[config.mk]
export PLATFORM = sky130hd
export DESIGN_NAME = vex_prefix_decoder
export DESIGN_NICKNAME = d
export VERILOG_FILES = /design/src/rtl/vex_pkg.sv /design/src/rtl/vex_field_unpack.sv /design/src/rtl/vex_seq_fsm.sv /design/src/rtl/vex_out_stage.sv /design/src/rtl/vex_prefix_decoder.sv
export SDC_FILE = /design/constraint.sdc
export NUM_CORES = 1
export LEC_CHECK = 0
export ABC_AREA = 1
export BUFFER_PORTS_ARGS = -buffer_cell sky130_fd_sc_hd__buf_2
export CORE_ASPECT_RATIO = 0.5
export CORE_MARGIN = 2
export CORE_UTILIZATION = 51
export DETAILED_ROUTE_END_ITERATION = 6
export PLACE_DENSITY = 0.86
export SETUP_SLACK_MARGIN = 0.1
export SYNTH_ARGS = -nofsm -noshare
export SYNTH_HDL_FRONTEND = slang
export SYNTH_HIERARCHICAL = 1
export SYNTH_SLANG_ARGS = --single-unit
[constraint.sdc]
create_clock -name clk -period 1.8 [get_ports clk]
set_input_delay 0.18 -clock clk [delete_from_list [all_inputs] [get_ports clk]]
set_output_delay 0.18 -clock clk [all_outputs]
set_load 0.005 [all_outputs]
[src/rtl/vex_pkg.sv]
package vex_pkg;

  localparam int unsigned BYTE_W   = 8;
  localparam int unsigned VREG_W   = 4;
  localparam int unsigned MAPC_W   = 5;
  localparam int unsigned MAP_W    = 2;
  localparam int unsigned LEN_W    = 2;
  localparam logic [BYTE_W-1:0] ESC_LONG  = 8'hC4;
  localparam logic [BYTE_W-1:0] ESC_SHORT = 8'hC5;

  typedef enum logic [MAP_W-1:0] {
    MAP_NONE = 2'd0,
    MAP_0F   = 2'd1,
    MAP_0F38 = 2'd2,
    MAP_0F3A = 2'd3
  } map_e;

  typedef enum logic [1:0] {
    ST_IDLE  = 2'd0,
    ST_ESC   = 2'd1,
    ST_BODY  = 2'd2,
    ST_FLUSH = 2'd3
  } dec_state_e;

  typedef struct packed {
    logic              r;
    logic              x;
    logic              b;
    logic              w;
    logic [VREG_W-1:0] vreg;
    logic              l256;
    logic [BYTE_W-1:0] simd_pfx;
    map_e              map;
    logic              map_err;
    logic [LEN_W-1:0]  len;
  } vex_rec_t;

  typedef struct packed {
    logic              vex;
    logic [BYTE_W-1:0] data;
    vex_rec_t          rec;
  } out_item_t;

  function automatic logic is_escape(input logic [BYTE_W-1:0] b);
    return (b == ESC_LONG) || (b == ESC_SHORT);
  endfunction

  // Top two bits both set: register-form ModRM in 32-bit code, i.e. VEX
  function automatic logic lookahead_is_vex(input logic [BYTE_W-1:0] b);
    return &b[BYTE_W-1:BYTE_W-2];
  endfunction

  function automatic logic [BYTE_W-1:0] pp_to_prefix(input logic [1:0] pp);
    logic [BYTE_W-1:0] p;
    case (pp)
      2'd1:    p = 8'h66;
      2'd2:    p = 8'hF3;
      2'd3:    p = 8'hF2;
      default: p = 8'h00;
    endcase
    return p;
  endfunction

  function automatic map_e code_to_map(input logic [MAPC_W-1:0] m);
    map_e r;
    case (m)
      5'd1:    r = MAP_0F;
      5'd2:    r = MAP_0F38;
      5'd3:    r = MAP_0F3A;
      default: r = MAP_NONE;
    endcase
    return r;
  endfunction

  function automatic vex_rec_t unpack_long(input logic [BYTE_W-1:0] pa,
                                           input logic [BYTE_W-1:0] pb);
    vex_rec_t v;
    v.r        = ~pa[7];
    v.x        = ~pa[6];
    v.b        = ~pa[5];
    v.map      = code_to_map(pa[4:0]);
    v.map_err  = (v.map == MAP_NONE);
    v.w        = pb[7];
    v.vreg     = ~pb[6:3];
    v.l256     = pb[2];
    v.simd_pfx = pp_to_prefix(pb[1:0]);
    v.len      = LEN_W'(3);
    return v;
  endfunction

  function automatic vex_rec_t unpack_short(input logic [BYTE_W-1:0] pa);
    vex_rec_t v;
    v.r        = ~pa[7];
    v.x        = 1'b0;
    v.b        = 1'b0;
    v.w        = 1'b0;
    v.vreg     = ~pa[6:3];
    v.l256     = pa[2];
    v.simd_pfx = pp_to_prefix(pa[1:0]);
    v.map      = MAP_0F;
    v.map_err  = 1'b0;
    v.len      = LEN_W'(2);
    return v;
  endfunction

endpackage

[src/rtl/vex_field_unpack.sv]
module vex_field_unpack
  import vex_pkg::*;
(
  input  logic              long_form,
  input  logic [BYTE_W-1:0] pay_a,
  input  logic [BYTE_W-1:0] pay_b,
  output vex_rec_t          rec
);

  vex_rec_t rec_long;
  vex_rec_t rec_short;

  always_comb begin
    rec_long  = unpack_long(pay_a, pay_b);
    rec_short = unpack_short(pay_a);
    rec       = long_form ? rec_long : rec_short;
  end

endmodule

[src/rtl/vex_seq_fsm.sv]
module vex_seq_fsm
  import vex_pkg::*;
(
  input  logic              clk,
  input  logic              rst,
  input  logic              mode64,
  input  logic              in_valid,
  input  logic [BYTE_W-1:0] in_byte,
  input  logic              slot_free,
  output logic              in_ready,
  output logic              load,
  output logic              load_vex,
  output logic [BYTE_W-1:0] load_byte,
  output logic              long_form,
  output logic [BYTE_W-1:0] pay_a,
  output logic [BYTE_W-1:0] pay_b,
  output logic              ev_legacy_split,
  output logic              ev_vex_commit,
  output logic              ev_flush
);

  dec_state_e        st_q, st_d;
  logic              long_q;
  logic [BYTE_W-1:0] pend_q;
  logic              fire;
  logic [BYTE_W-1:0] esc_byte;

  assign in_ready  = (st_q != ST_FLUSH) && slot_free;
  assign fire      = in_valid && in_ready;
  assign esc_byte  = long_q ? ESC_LONG : ESC_SHORT;
  assign long_form = long_q;
  assign pay_a     = (st_q == ST_BODY) ? pend_q : in_byte;
  assign pay_b     = in_byte;

  always_comb begin
    st_d            = st_q;
    load            = 1'b0;
    load_vex        = 1'b0;
    load_byte       = in_byte;
    ev_legacy_split = 1'b0;
    ev_vex_commit   = 1'b0;
    ev_flush        = 1'b0;
    case (st_q)
      ST_IDLE: begin
        if (fire) begin
          if (is_escape(in_byte)) begin
            st_d = ST_ESC;
          end else begin
            load = 1'b1;
          end
        end
      end
      ST_ESC: begin
        if (fire) begin
          if (!mode64 && !lookahead_is_vex(in_byte)) begin
            load            = 1'b1;
            load_byte       = esc_byte;
            ev_legacy_split = 1'b1;
            st_d            = ST_FLUSH;
          end else if (long_q) begin
            st_d = ST_BODY;
          end else begin
            load          = 1'b1;
            load_vex      = 1'b1;
            load_byte     = esc_byte;
            ev_vex_commit = 1'b1;
            st_d          = ST_IDLE;
          end
        end
      end
      ST_BODY: begin
        if (fire) begin
          load          = 1'b1;
          load_vex      = 1'b1;
          load_byte     = esc_byte;
          ev_vex_commit = 1'b1;
          st_d          = ST_IDLE;
        end
      end
      ST_FLUSH: begin
        if (slot_free) begin
          load      = 1'b1;
          load_byte = pend_q;
          ev_flush  = 1'b1;
          st_d      = ST_IDLE;
        end
      end
      default: st_d = ST_IDLE;
    endcase
  end

  always_ff @(posedge clk) begin
    if (rst) begin
      st_q   <= ST_IDLE;
      long_q <= 1'b0;
      pend_q <= '0;
    end else begin
      st_q <= st_d;
      if (fire && (st_q == ST_IDLE)) begin
        long_q <= (in_byte == ESC_LONG);
      end
      if (fire && (st_q == ST_ESC)) begin
        pend_q <= in_byte;
      end
    end
  end

endmodule

[src/rtl/vex_out_stage.sv]
module vex_out_stage
  import vex_pkg::*;
(
  input  logic      clk,
  input  logic      rst,
  input  logic      load,
  input  out_item_t item_d,
  input  logic      out_ready,
  output logic      out_valid,
  output logic      slot_free,
  output out_item_t item_q
);

  assign slot_free = !out_valid || out_ready;

  always_ff @(posedge clk) begin
    if (rst) begin
      out_valid <= 1'b0;
      item_q    <= '0;
    end else if (load) begin
      out_valid <= 1'b1;
      item_q    <= item_d;
    end else if (out_ready) begin
      out_valid <= 1'b0;
    end
  end

endmodule

[src/rtl/vex_prefix_decoder.sv]
module vex_prefix_decoder
  import vex_pkg::*;
(
  input  logic              clk,
  input  logic              rst,
  input  logic              mode64,
  input  logic              in_valid,
  input  logic [BYTE_W-1:0] in_byte,
  output logic              in_ready,
  output logic              out_valid,
  input  logic              out_ready,
  output logic              out_vex,
  output logic [BYTE_W-1:0] out_byte,
  output logic              out_rex_r,
  output logic              out_rex_x,
  output logic              out_rex_b,
  output logic              out_rex_w,
  output logic [VREG_W-1:0] out_vreg,
  output logic              out_l256,
  output logic [BYTE_W-1:0] out_simd_pfx,
  output logic [MAP_W-1:0]  out_map,
  output logic              out_map_err,
  output logic [LEN_W-1:0]  out_len
);

  logic              slot_free;
  logic              load;
  logic              load_vex;
  logic [BYTE_W-1:0] load_byte;
  logic              long_form;
  logic [BYTE_W-1:0] pay_a;
  logic [BYTE_W-1:0] pay_b;
  logic              ev_legacy_split;
  logic              ev_vex_commit;
  logic              ev_flush;
  vex_rec_t          rec;
  out_item_t         item_d;
  out_item_t         item_q;

  vex_seq_fsm u_fsm (
    .clk             (clk),
    .rst             (rst),
    .mode64          (mode64),
    .in_valid        (in_valid),
    .in_byte         (in_byte),
    .slot_free       (slot_free),
    .in_ready        (in_ready),
    .load            (load),
    .load_vex        (load_vex),
    .load_byte       (load_byte),
    .long_form       (long_form),
    .pay_a           (pay_a),
    .pay_b           (pay_b),
    .ev_legacy_split (ev_legacy_split),
    .ev_vex_commit   (ev_vex_commit),
    .ev_flush        (ev_flush)
  );

  vex_field_unpack u_unpack (
    .long_form (long_form),
    .pay_a     (pay_a),
    .pay_b     (pay_b),
    .rec       (rec)
  );

  always_comb begin
    item_d.vex  = load_vex;
    item_d.data = load_byte;
    item_d.rec  = load_vex ? rec : '0;
  end

  vex_out_stage u_out (
    .clk       (clk),
    .rst       (rst),
    .load      (load),
    .item_d    (item_d),
    .out_ready (out_ready),
    .out_valid (out_valid),
    .slot_free (slot_free),
    .item_q    (item_q)
  );

  assign out_vex      = item_q.vex;
  assign out_byte     = item_q.data;
  assign out_rex_r    = item_q.rec.r;
  assign out_rex_x    = item_q.rec.x;
  assign out_rex_b    = item_q.rec.b;
  assign out_rex_w    = item_q.rec.w;
  assign out_vreg     = item_q.rec.vreg;
  assign out_l256     = item_q.rec.l256;
  assign out_simd_pfx = item_q.rec.simd_pfx;
  assign out_map      = item_q.rec.map;
  assign out_map_err  = item_q.rec.map_err;
  assign out_len      = item_q.rec.len;

endmodule

==> flow_summary.ini <==
[floorplan]
ioPinCount = 46
rows = 18
chipHeight_um = 53.8
core_region_area_sq_um = 4840
start_util_pct = 52.2
die_w_um = 104
die_area_sq_um = 5570

[pwr]
p_leak_nw = 1.69
combPwrFrac_pct = 56.0
switching_share_pct = 42.6
p_clk_share_pct = 14.1
seq_power_share_pct = 29.9
switchingPower_w = 0.00189
peakVddDrop_mv = 0.725
power-per-cell-area_nw_per_um2 = 1320
intPower_w = 0.00255

[logic_synthesis]
synthesis.area_sq_um = 2530
synth_fp_nets = 412
yosysWarnings = 6
netlist_instances = 394
synth_area_per_cell_sq_um = 6.41

[routing]
drt-initial-drc-count = 257
drt-total-wl_um = 7810
firstDrtPassIters = 7
drcViolationCount = 0
avgViaCountPerCell = 5.25
num_vias = 2741
wl_per_cell_um = 15.0
postRouteAntennaNets = 0

[sta]
rsz0062_at_grt = yes
setup_viol_count_final = 0
hold_violations = 0
finalCritPeriodShare_pct = 97.0
fin_skew_ps = 5.88
final.min_clock_period_ps = 1750
max_freq_ghz = 0.573
fin_ws_ps = 54.7
slew_violations = 0

[cts]
clk_pin_slew_ps = 90
cts_buffers = 5
cts_tree = done
clk_latency_ps = 300
htreeDepth = 2
clockRootBuffer = clkbuf_8
cts.sink_count = 43
cts_hold_buf = 0
clockBufferDepth = 2

[final_layout]
n_fill_cell = 335
drive_gt1_share_pct = 39.6
fin_nets = 469
synthToLayoutAreaGrowth_pct = 33.3
stdcell_area_sq_um = 3370
diodes = 0
stdcell_count = 522

[critical_path]
r2r_slack_ps = 50
critPathCaptureType = flip-flop
crit_arrival_ps = 2000
cp_slowest_cell = dfxtp_4
critical_path_cell_count = 10
worst-endpoint-required_ps = 2050
crit_fanout = 7
crit_chain = inv_2 > buf_4 > ha_4 > inv_2 > nand2_2 > o22ai_1 > nor2_1 > nand2_1 > nor2_1 > nor2_1
critPathKind = flip-flop to flip-flop
worst-path-buf-inv = 3
cpPeakStageDelay_ps = 400
crit_path_start_kind = flip-flop
cp_common_cell = nor2_1
r2r_cells = 10
crit_family = simple AND/OR/NAND/NOR gates

[grt]
grt_max_degree = 30
grt_use_total_pct = 22.0
antenna_found_initial = 0
grt_pass1_wl_um = 9710
first_global_vias = 2148
grt_overflow_total = 0

[placement]
port_buffers = 45
place_area_sq_um = 2790
gp_congestion = 0.982
place_ws_ps = -12.1
hpwlAfterDp_um = 4300
dp.cells = 498

[min_path]
min_path_type = primary input to flip-flop
worstHoldPathCells = 2

[run_status]
status = complete, no violations

[job]
max_cap_violations = 0
[sequential cells by signal, summed over array words and instances, names as in the netlist]
| signal | flops |
|---|---|
| u_fsm/long_form | 1 |
| u_fsm/pend_q | 8 |
| u_fsm/st_q | 2 |
| u_out/item_q | 31 |
| u_out/out_valid | 1 |
[through the flow]
stage / setup TNS, ps / power (W) / utilization [%] / hold WS (ps)
global placement: 0 / 0.00294 / 57.6 / 427
floorplan: 0 / 0.00244 / - / 249
finish: 0 / 0.00445 / 69.6 / 123
global route: -56.3 / 0.00470 / 69.6 / 120
CTS: 0 / 0.00364 / 60.1 / 110
detailed placement: -12.1 / 0.00297 / 57.6 / 427
[layout make-up]
class / instances / area (sq um) / area share [%]
Tap cell: 70 / 87.6 / 2.60
Clock inverter: 2 / 12.5 / 0.371
Timing Repair Buffer: 80 / 609 / 18.1
Clock buffer: 6 / 72.6 / 2.15
Inverter: 61 / 244 / 7.24
Multi-Input combinational cell: 260 / 1480 / 43.8
Sequential cell: 43 / 868 / 25.8
[cell usage in the layout (no fill, tap or decap), types with 3 or more instances in the layout]
master / instances
buf_2: 45
nand2_4: 3
buf_4: 23
nor2_1: 74
nor2_2: 8
ha_4: 4
nand2_1: 52
nand3_4: 3
o22ai_1: 3
buf_12: 4
dfxtp_1: 41
inv_2: 21
clkbuf_16: 3
o21ai_2: 13
buf_6: 5
nand2_2: 24
o21ai_1: 18
o21ai_0: 26
inv_1: 36
clkbuf_8: 5
a21oi_1: 11
[power groups by stage]
stage	Combinational, W	Clock [W]	Sequential [W]
5_1_grt	0.00268	0.000668	0.00135
4_1_cts	0.00174	0.000626	0.00128
3_5_place_dp	0.00168	0	0.00130
2_1_floorplan	0.00114	0	0.00130
6_report	0.00249	0.000629	0.00133
3_3_place_gp	0.00165	0	0.00129
[repair_timing]
action | 4_1_cts | 5_1_grt
cloned | 0 | 4
setup buffers | 1 | 11
resized for setup | 13 | 111
endpoints found under the setup margin | 32 | 32
pin swaps | 1 | 43
[routing by layer]
| metal | global-route usage, % | up-vias | part of all wire, % |
|---|---|---|---|
| met5 | 0 | - | 0 |
| met4 | 7.43 | 0 | 2.7 |
| met3 | 4.84 | 32 | 7.9 |
| met2 | 38.4 | 173 | 49 |
| met1 | 28.0 | 1227 | 41 |
| li1 | - | 1309 | - |
[worst paths after layout]
check	start	end
worst max register to register	u_fsm/st_q[0]$_SDFFE_PP0P_	u_out/item_q[28]$_SDFFE_PP0P_
worst min register to register	u_fsm/pend_q[1]$_SDFFE_PP0P_	u_fsm/pend_q[1]$_SDFFE_PP0P_
worst min-delay path	rst	u_fsm/pend_q[7]$_SDFFE_PP0P_
worst max-delay path	u_fsm/st_q[0]$_SDFFE_PP0P_	u_out/item_q[28]$_SDFFE_PP0P_
(Power assumes the default switching activity.)
